**config.mk**
```make
export PLATFORM = sky130hd
export DESIGN_NAME = excCop
export DESIGN_NICKNAME = d
export VERILOG_FILES = /design/src/rtl/excCopPkg.sv /design/src/rtl/excCopCtrl.sv /design/src/rtl/excCopDp.sv /design/src/rtl/excCop.sv
export SDC_FILE = /design/constraint.sdc
export NUM_CORES = 1
export LEC_CHECK = 0
export ABC_CLOCK_PERIOD_IN_PS = 3200
export BUFFER_PORTS_ARGS = -buffer_cell sky130_fd_sc_hd__clkbuf_2
export CORE_MARGIN = 5
export CORE_UTILIZATION = 49
export DETAILED_ROUTE_END_ITERATION = 8
export GPL_TIMING_DRIVEN = 0
export HOLD_SLACK_MARGIN = 0.02
export PLACE_DENSITY = 0.79
export SLEW_MARGIN = 10
export SYNTH_ARGS = -nofsm -noshare
export SYNTH_HDL_FRONTEND = slang
export SYNTH_HIERARCHICAL = 1
export SYNTH_SLANG_ARGS = --single-unit
```
**constraint.sdc**
```tcl
create_clock -name clk -period 3.2 [get_ports clk]
set_clock_uncertainty 0.05 [all_clocks]
set_input_delay 0.64 -clock clk [delete_from_list [all_inputs] [get_ports clk]]
set_output_delay 0.64 -clock clk [all_outputs]
set_load 0.005 [all_outputs]
```
**src/rtl/excCopPkg.sv**
```systemverilog
package excCopPkg;
  localparam logic [4:0] REG_STATUS = 5'd12;
  localparam logic [4:0] REG_CAUSE  = 5'd13;
  localparam logic [4:0] REG_EPC    = 5'd14;

  typedef struct packed {
    logic take;   // an exception or interrupt is accepted this cycle
    logic isIrq;  // the accepted event is an interrupt
    logic eret;   // a return is performed this cycle
    logic write;  // a register write is performed this cycle
  } copStrobe_t;
endpackage

```
**src/rtl/excCopCtrl.sv**
```systemverilog
module excCopCtrl
  import excCopPkg::*;
#(
  parameter int IRQ_W = 8
) (
  input  logic             clk,
  input  logic             rstN,
  input  logic             excReq,
  input  logic             eretReq,
  input  logic             wrEn,
  input  logic             exl,
  input  logic             ie,
  input  logic [IRQ_W-1:0] irqMask,
  input  logic [IRQ_W-1:0] irqPend,
  output copStrobe_t       strb
);
  logic syncHit;
  logic irqHit;

  always_comb begin
    syncHit    = excReq & ~exl;
    irqHit     = ie & ~exl & (|(irqPend & irqMask));
    strb.take  = syncHit | irqHit;
    strb.isIrq = irqHit & ~syncHit;
    strb.eret  = eretReq & ~strb.take;
    strb.write = wrEn & ~strb.take & ~eretReq;
  end

  // with the level bit up and no return, nothing is accepted
  p_hold_exl_r4: assert property (@(posedge clk) disable iff (!rstN)
    (exl && !eretReq) |-> !strb.take && !strb.write || !strb.take);

  // a fault in the same cycle as an interrupt is never recorded as the interrupt
  p_sync_first_r10: assert property (@(posedge clk) disable iff (!rstN)
    (excReq && strb.take) |-> !strb.isIrq);

  // writes never coincide with an accepted exception or a return
  p_write_drop_r11: assert property (@(posedge clk) disable iff (!rstN)
    strb.write |-> !strb.take && !eretReq);
endmodule

```
**src/rtl/excCopDp.sv**
```systemverilog
module excCopDp
  import excCopPkg::*;
#(
  parameter int          IRQ_W       = 8,
  parameter logic [31:0] HANDLER_VEC = 32'h8000_0180
) (
  input  logic             clk,
  input  logic             rstN,
  input  copStrobe_t       strb,
  input  logic [4:0]       excCode,
  input  logic [31:0]      excPc,
  input  logic             excInDelay,
  input  logic [IRQ_W-1:0] irqIn,
  input  logic [4:0]       cpSel,
  input  logic [31:0]      wrData,
  output logic [31:0]      rdData,
  output logic             redirect,
  output logic [31:0]      redirectPc,
  output logic             exl,
  output logic             ie,
  output logic [IRQ_W-1:0] irqMask,
  output logic [IRQ_W-1:0] irqPend
);
  logic [31:0]      epcQ;
  logic [7:0]       maskQ;
  logic             umQ;
  logic             exlQ;
  logic             ieQ;
  logic             bdQ;
  logic [4:0]       codeQ;
  logic [IRQ_W-1:0] pendQ;
  logic [7:0]       pendWide;
  logic [31:0]      statusWord;
  logic [31:0]      causeWord;

  always_ff @(posedge clk) begin
    if (!rstN) begin
      epcQ  <= '0;
      maskQ <= '0;
      umQ   <= 1'b0;
      exlQ  <= 1'b1;
      ieQ   <= 1'b0;
      bdQ   <= 1'b0;
      codeQ <= '0;
      pendQ <= '0;
    end else begin
      pendQ <= irqIn;
      if (strb.take) begin
        exlQ  <= 1'b1;
        bdQ   <= excInDelay;
        codeQ <= strb.isIrq ? 5'd0 : excCode;
        epcQ  <= excInDelay ? (excPc - 32'd4) : excPc;
      end else if (strb.eret) begin
        exlQ <= 1'b0;
      end else if (strb.write) begin
        if (cpSel == REG_STATUS) begin
          maskQ <= wrData[15:8];
          umQ   <= wrData[4];
          exlQ  <= wrData[1];
          ieQ   <= wrData[0];
        end else if (cpSel == REG_EPC) begin
          epcQ <= wrData;
        end
      end
    end
  end

  always_comb begin
    pendWide            = '0;
    pendWide[IRQ_W-1:0] = pendQ;
    statusWord = {16'd0, maskQ, 3'd0, umQ, 2'd0, exlQ, ieQ};
    causeWord  = {bdQ, 15'd0, pendWide, 1'b0, codeQ, 2'd0};
    case (cpSel)
      REG_STATUS: rdData = statusWord;
      REG_CAUSE:  rdData = causeWord;
      REG_EPC:    rdData = epcQ;
      default:    rdData = '0;
    endcase
    redirect   = strb.take | strb.eret;
    redirectPc = strb.take ? HANDLER_VEC : epcQ;
    exl        = exlQ;
    ie         = ieQ;
    irqMask    = maskQ[IRQ_W-1:0];
    irqPend    = pendQ;
  end

  // accepting an exception raises the level bit
  p_exl_set_r2: assert property (@(posedge clk) disable iff (!rstN)
    strb.take |=> exlQ);

  // delay-slot faults save the branch address and flag it
  p_delay_epc_r3: assert property (@(posedge clk) disable iff (!rstN)
    (strb.take && excInDelay) |=> (epcQ == $past(excPc) - 32'd4) && bdQ);

  // a return leaves the level bit cleared
  p_eret_clear_r5: assert property (@(posedge clk) disable iff (!rstN)
    strb.eret |=> !exlQ);

  // pending bits follow the lines one edge late
  p_pend_track_r8: assert property (@(posedge clk) disable iff (!rstN)
    1'b1 |=> pendQ == $past(irqIn));
endmodule

```
**src/rtl/excCop.sv**
```systemverilog
module excCop
  import excCopPkg::*;
#(
  parameter int          IRQ_W       = 8,
  parameter logic [31:0] HANDLER_VEC = 32'h8000_0180
) (
  input  logic             clk,
  input  logic             rstN,
  input  logic             excReq,
  input  logic [4:0]       excCode,
  input  logic [31:0]      excPc,
  input  logic             excInDelay,
  input  logic [IRQ_W-1:0] irqIn,
  input  logic             eretReq,
  input  logic [4:0]       cpSel,
  input  logic             wrEn,
  input  logic [31:0]      wrData,
  output logic [31:0]      rdData,
  output logic             redirect,
  output logic [31:0]      redirectPc
);
  copStrobe_t       strb;
  logic             exl;
  logic             ie;
  logic [IRQ_W-1:0] irqMask;
  logic [IRQ_W-1:0] irqPend;

  excCopCtrl #(.IRQ_W(IRQ_W)) u_ctrl (
    .clk(clk), .rstN(rstN), .excReq(excReq), .eretReq(eretReq), .wrEn(wrEn),
    .exl(exl), .ie(ie), .irqMask(irqMask), .irqPend(irqPend), .strb(strb)
  );

  excCopDp #(.IRQ_W(IRQ_W), .HANDLER_VEC(HANDLER_VEC)) u_dp (
    .clk(clk), .rstN(rstN), .strb(strb), .excCode(excCode), .excPc(excPc),
    .excInDelay(excInDelay), .irqIn(irqIn), .cpSel(cpSel), .wrData(wrData),
    .rdData(rdData), .redirect(redirect), .redirectPc(redirectPc),
    .exl(exl), .ie(ie), .irqMask(irqMask), .irqPend(irqPend)
  );
endmodule

```
# == After elaboration in Yosys (flattened, before gate mapping) ==
# Cells that the tools add are included.
# word_totals
in_bits,88
elab_cells,51
regBits,57
out_inout_bits,65
# op_classes
bitwise,16
n_reduce_logical,9
eq_ne,5
n_addsub,1
mux,12
# op_table
op,count
2-to-1 mux 32 bit,7
one-hot mux 32 bit (3 select lines),1
subtractor 32 x 3 -> 32 bit (second input constant),1
== test 5 x 4 -> 1 bit (second input constant),3
bitwise AND 8 bit,1
AND reduction 4 bit,2
nonzero test 2 bit,4
OR reduction 8 bit,1
bitwise AND 1 bit,7
NOT 1 bit,6
2-to-1 mux 5 bit,1
!= test 2 x 1 -> 1 bit (second input constant),2
2-to-1 mux 1 bit,3
bitwise OR 1 bit,2
AND reduction 2 bit,1
OR reduction 2 bit,1

# == Depth between registers and ports, before layout ==
# depth
word_depth,10
ltp_mapped,10

# == Hierarchy ==
# Netlist, hierarchy kept.
# by_module_without_submodules
module,seq_area_each_um2,n_inst,cells_each,area_each_um2
excCopDp,1141.1,1,451,3563.4
excCopCtrl,0.0,1,13,131.4

# == Worst setup path after synthesis ==
# No wires, ideal clock.
# synth_timing
path_type,input -> register
startpoint,input port excPc[7]
endpoint,register u_dp.epcQ[31]
path_stages,6
required_time_ns,3.076
slack_ns,0.467
n_path_buf,2
t_arrival_ns,2.609
path_cell_list,or4_1 buf_2 or4_4 buf_6 or4_1 a31oi_1
# synth_via
elab_chain_cells,3
# synth_lines
item,line,source
start: declaration,excCop.sv:11,"input logic [31:0] excPc,"
subtractor 32 x 3 -> 32 bit,excCopDp.sv:52,epcQ <= excInDelay ? (excPc - 32'd4) : excPc;
2-to-1 mux 32 bit,excCopDp.sv:52,
2-to-1 mux 32 bit,excCopDp.sv:48,if (strb.take) begin
end signal: assignment,excCopDp.sv:52,
end signal: assignment,excCopDp.sv:62,epcQ <= wrData;
end: declaration,excCopDp.sv:24,logic [31:0] epcQ;
# No other way between the ends.
# A chain may end at the register's enable or synchronous reset.

==> impl_metrics.py <==
metrics = {
    "setup_path": {
        "startpoint_type": "flip-flop",
        "cp_max_fo": 10,
        "critPathRequiredTime_ps": 3350,
        "end_kind": "flip-flop",
        "critPathKind": "reg -> reg",
        "critical_path_arrival_ps": 3180,
    },
    "synth": {
        "synth_simple_gate_area_frac": 0.3434,
        "synth_edf_count": 0,
        "ys_seq_elements": 57,
        "synth_xor_area_frac": 0.02845,
        "syn_inst": 464,
        "ys_async_sr_fraction": 0,
        "syn_nets": 553,
        "synthAdderAreaFrac": 0.003386,
        "ys.flop_type": "dfxtp_1",
        "synth.top_cells.by_count": "57 x dfxtp_1, 41 x nor2_1, 33 x clkbuf_1, 30 x nand2_1, 30 x nor2b_1",
        "synth_top_family_by_area": "simple AND/OR/NAND/NOR gates",
        "synth_mux_area_frac": 0.05689,
        "synth_compound_area_frac": 0.2120,
        "yosysTopAreaCell": "dfxtp_1",
        "yosysUniqueCellTypes": 47,
        "synth_most_common_cell": "dfxtp_1",
        "synth_seq_area_share": 0.3088,
        "synthesis.area_um2": 3695,
        "syn_avg_cell_area_um2": 7.963,
        "synth_top_cell_area_share": 0.3088,
        "ys_top_cells_by_area": "dfxtp_1 31%, a211oi_1 5.7%, mux2i_1 5.7%",
        "yosys_warnings": 6,
    },
    "floorplanning": {
        "die_w_um": 96.84,
        "die-area_um2": 9377,
        "core_area_um2": 7292,
        "start_util": 0.5067,
        "die_h_um": 96.84,
        "ios": 153,
        "rows": 31,
    },
    "power_and_ir_drop": {
        "power_density_nw_per_um2": 364.5,
        "ir_worst_vdd_mv": 0.2087,
        "p_leak_nw": 2.046,
        "total_power_mw": 1.743,
    },
    "placed_design": {
        "place_congestion": 0.9204,
        "pre_cts_slack_ps": -351.5,
        "dpl.cell_count": 713,
        "port_buffers": 150,
        "dp_hpwl_um": 10260,
    },
    "sta": {
        "setup_viol": 0,
        "rsz0062_at_grt": "no",
        "worst_pin_slew_ps": 745.7,
        "hold_viol": 0,
        "setup_ws_ps": 169.3,
        "period_share": 0.9471,
        "slew_headroom": 0.4983,
        "fmax_mhz": 330.0,
        "slew_viol_final": 0,
        "finalCriticalPeriod_ps": 3031,
    },
    "global_routing": {
        "grt_first_pass_wirelength_um": 20830,
        "antenna_found_initial": 0,
        "grt_pass1_vias": 4131,
        "grt_overflow": 0,
        "grt_usage": 0.2679,
        "grt_max_degree": 11,
    },
    "final_layout": {
        "syn_to_final_growth_pct": 29.39,
        "fin_util": 0.6556,
        "drive_above_1_share": 0.3032,
        "diodes": 0,
        "final_cells": 729,
        "final_nets": 714,
    },
    "clock_network": {
        "cts.sinks": 57,
        "clockRootBuffer": "clkbuf_8",
        "cts_buffer_depth": 2,
        "cts_buffers": 9,
        "postCtsSetupRepairBufs": 0,
        "clk_pin_slew_worst_paths_ps": 70,
        "clk_latency_ps": 340,
        "h-tree-depth": 3,
        "cts_tree": "done",
    },
    "route": {
        "vias": 4377,
        "drtPass1Iterations": 5,
        "viasPerCell": 6.004,
        "routedWlPerCell_um": 17.91,
        "drt_iter0_drc": 391,
        "drc": 0,
        "ant_nets": 0,
        "wirelength_um": 13050,
    },
    "run": {
        "cap_viol_max_count": 0,
    },
    "status": {
        "status": "complete, no violations",
    },
    "worst_hold_path": {
        "hold_class": "reg -> reg",
    },
}
-- registers in the layout, summed over array words and instances (netlist names) --
register and count:
u_dp/bdQ 1, u_dp/codeQ 5, u_dp/epcQ 32, u_dp/exl 1
u_dp/ie 1, u_dp/irqMask 8, u_dp/irqPend 8, u_dp/umQ 1
-- worst max-delay path, stage by stage, from the launching register on --
cell	delay (ps)
dfxtp_1	320
a22oi_2	270
a41oi_2	190
nor4bb_2	390
nor4bb_4	460
clkbuf_2	270
clkbuf_2	260
clkbuf_2	300
nand3_1	110
o311ai_0	170
nor3b_1	110
-- cell type report --
cell class	count	area, um2
clock inverter	6	58.81
sequential	57	1141
fill	668	2511
tap	99	123.9
multi-input combinational	363	2395
inverter	5	18.77
buffer	39	165.2
timing repair buffer	150	750.7
clock buffer	10	127.6
-- per-layer routing --
metal	track usage	up-vias	routed length, um
li1	-	2055	-
met1	0.3455	2061	5249
met2	0.4512	247	6371
met3	0.04964	14	1255
met4	0.08423	0	177
met5	0	-	0
-- layout by cell type, fill, tap and decap left out, types with 6 or more instances in the layout --
cell type and instances:
o311ai_0 10, nor3_1 10, nor2b_1 30, mux2i_1 21, o31ai_1 9, a311oi_1 10, nand3_1 17, a31oi_1 7
clkbuf_1 26, or2_2 6, clkbuf_2 158, nand2_1 30, and3_1 17, or3_1 7, a22o_1 7, clkbuf_8 9
and2_1 25, dfxtp_1 57, o21ai_0 16, nand2b_1 6, nor2_1 41, a211oi_1 28, or4_1 12, nor4_1 10
xor2_1 7
-- final timing paths --
path | startpoint | endpoint | slack [ps] | depth (start not counted)
setup / recovery | u_dp/irqPend[2] | u_dp/epcQ[21] | 170 | 10
hold / removal | u_dp/epcQ[2] | u_dp/epcQ[2] | 450 | 2
setup reg to reg | u_dp/irqPend[2] | u_dp/epcQ[21] | 170 | 10
hold reg to reg | u_dp/epcQ[2] | u_dp/epcQ[2] | 450 | 2
-- cell families after synthesis --
logic type | count (synthesis)
xor gates and xnor gates | 12
buffers and inverters | 44
DFF | 57
adders and majority gates | 1
and+or+nand+nor | 227
AOI/OAI and AO/OA | 102
muxes | 21
-- stage by stage --
| step | hold slack, ps | area, um2 | TNS, ps |
|---|---|---|---|
| floorplan | 409.4 | 3695 | 0 |
| finish | 447.1 | 4781 | 0 |
| detailed placement | 432.9 | 4569 | -2926 |
| CTS | 444.8 | 4767 | 0 |
| global placement | 423.5 | 4569 | -2081 |
| global route | 453.1 | 4781 | 0 |
-- power breakdown --
group,switching [mW],leakage (nW),internal [mW]
clock,0.295,0.0998,0.355
combinational,0.176,1.48,0.140
sequential,0.0284,0.466,0.748
-- what timing repair did --
action	CTS	global route
gates resized for setup	5	9
endpoints found under the setup margin	20	53
hold buffers	0	0
endpoints found under the hold margin	0	0
Power figures use the tool's default switching activity.
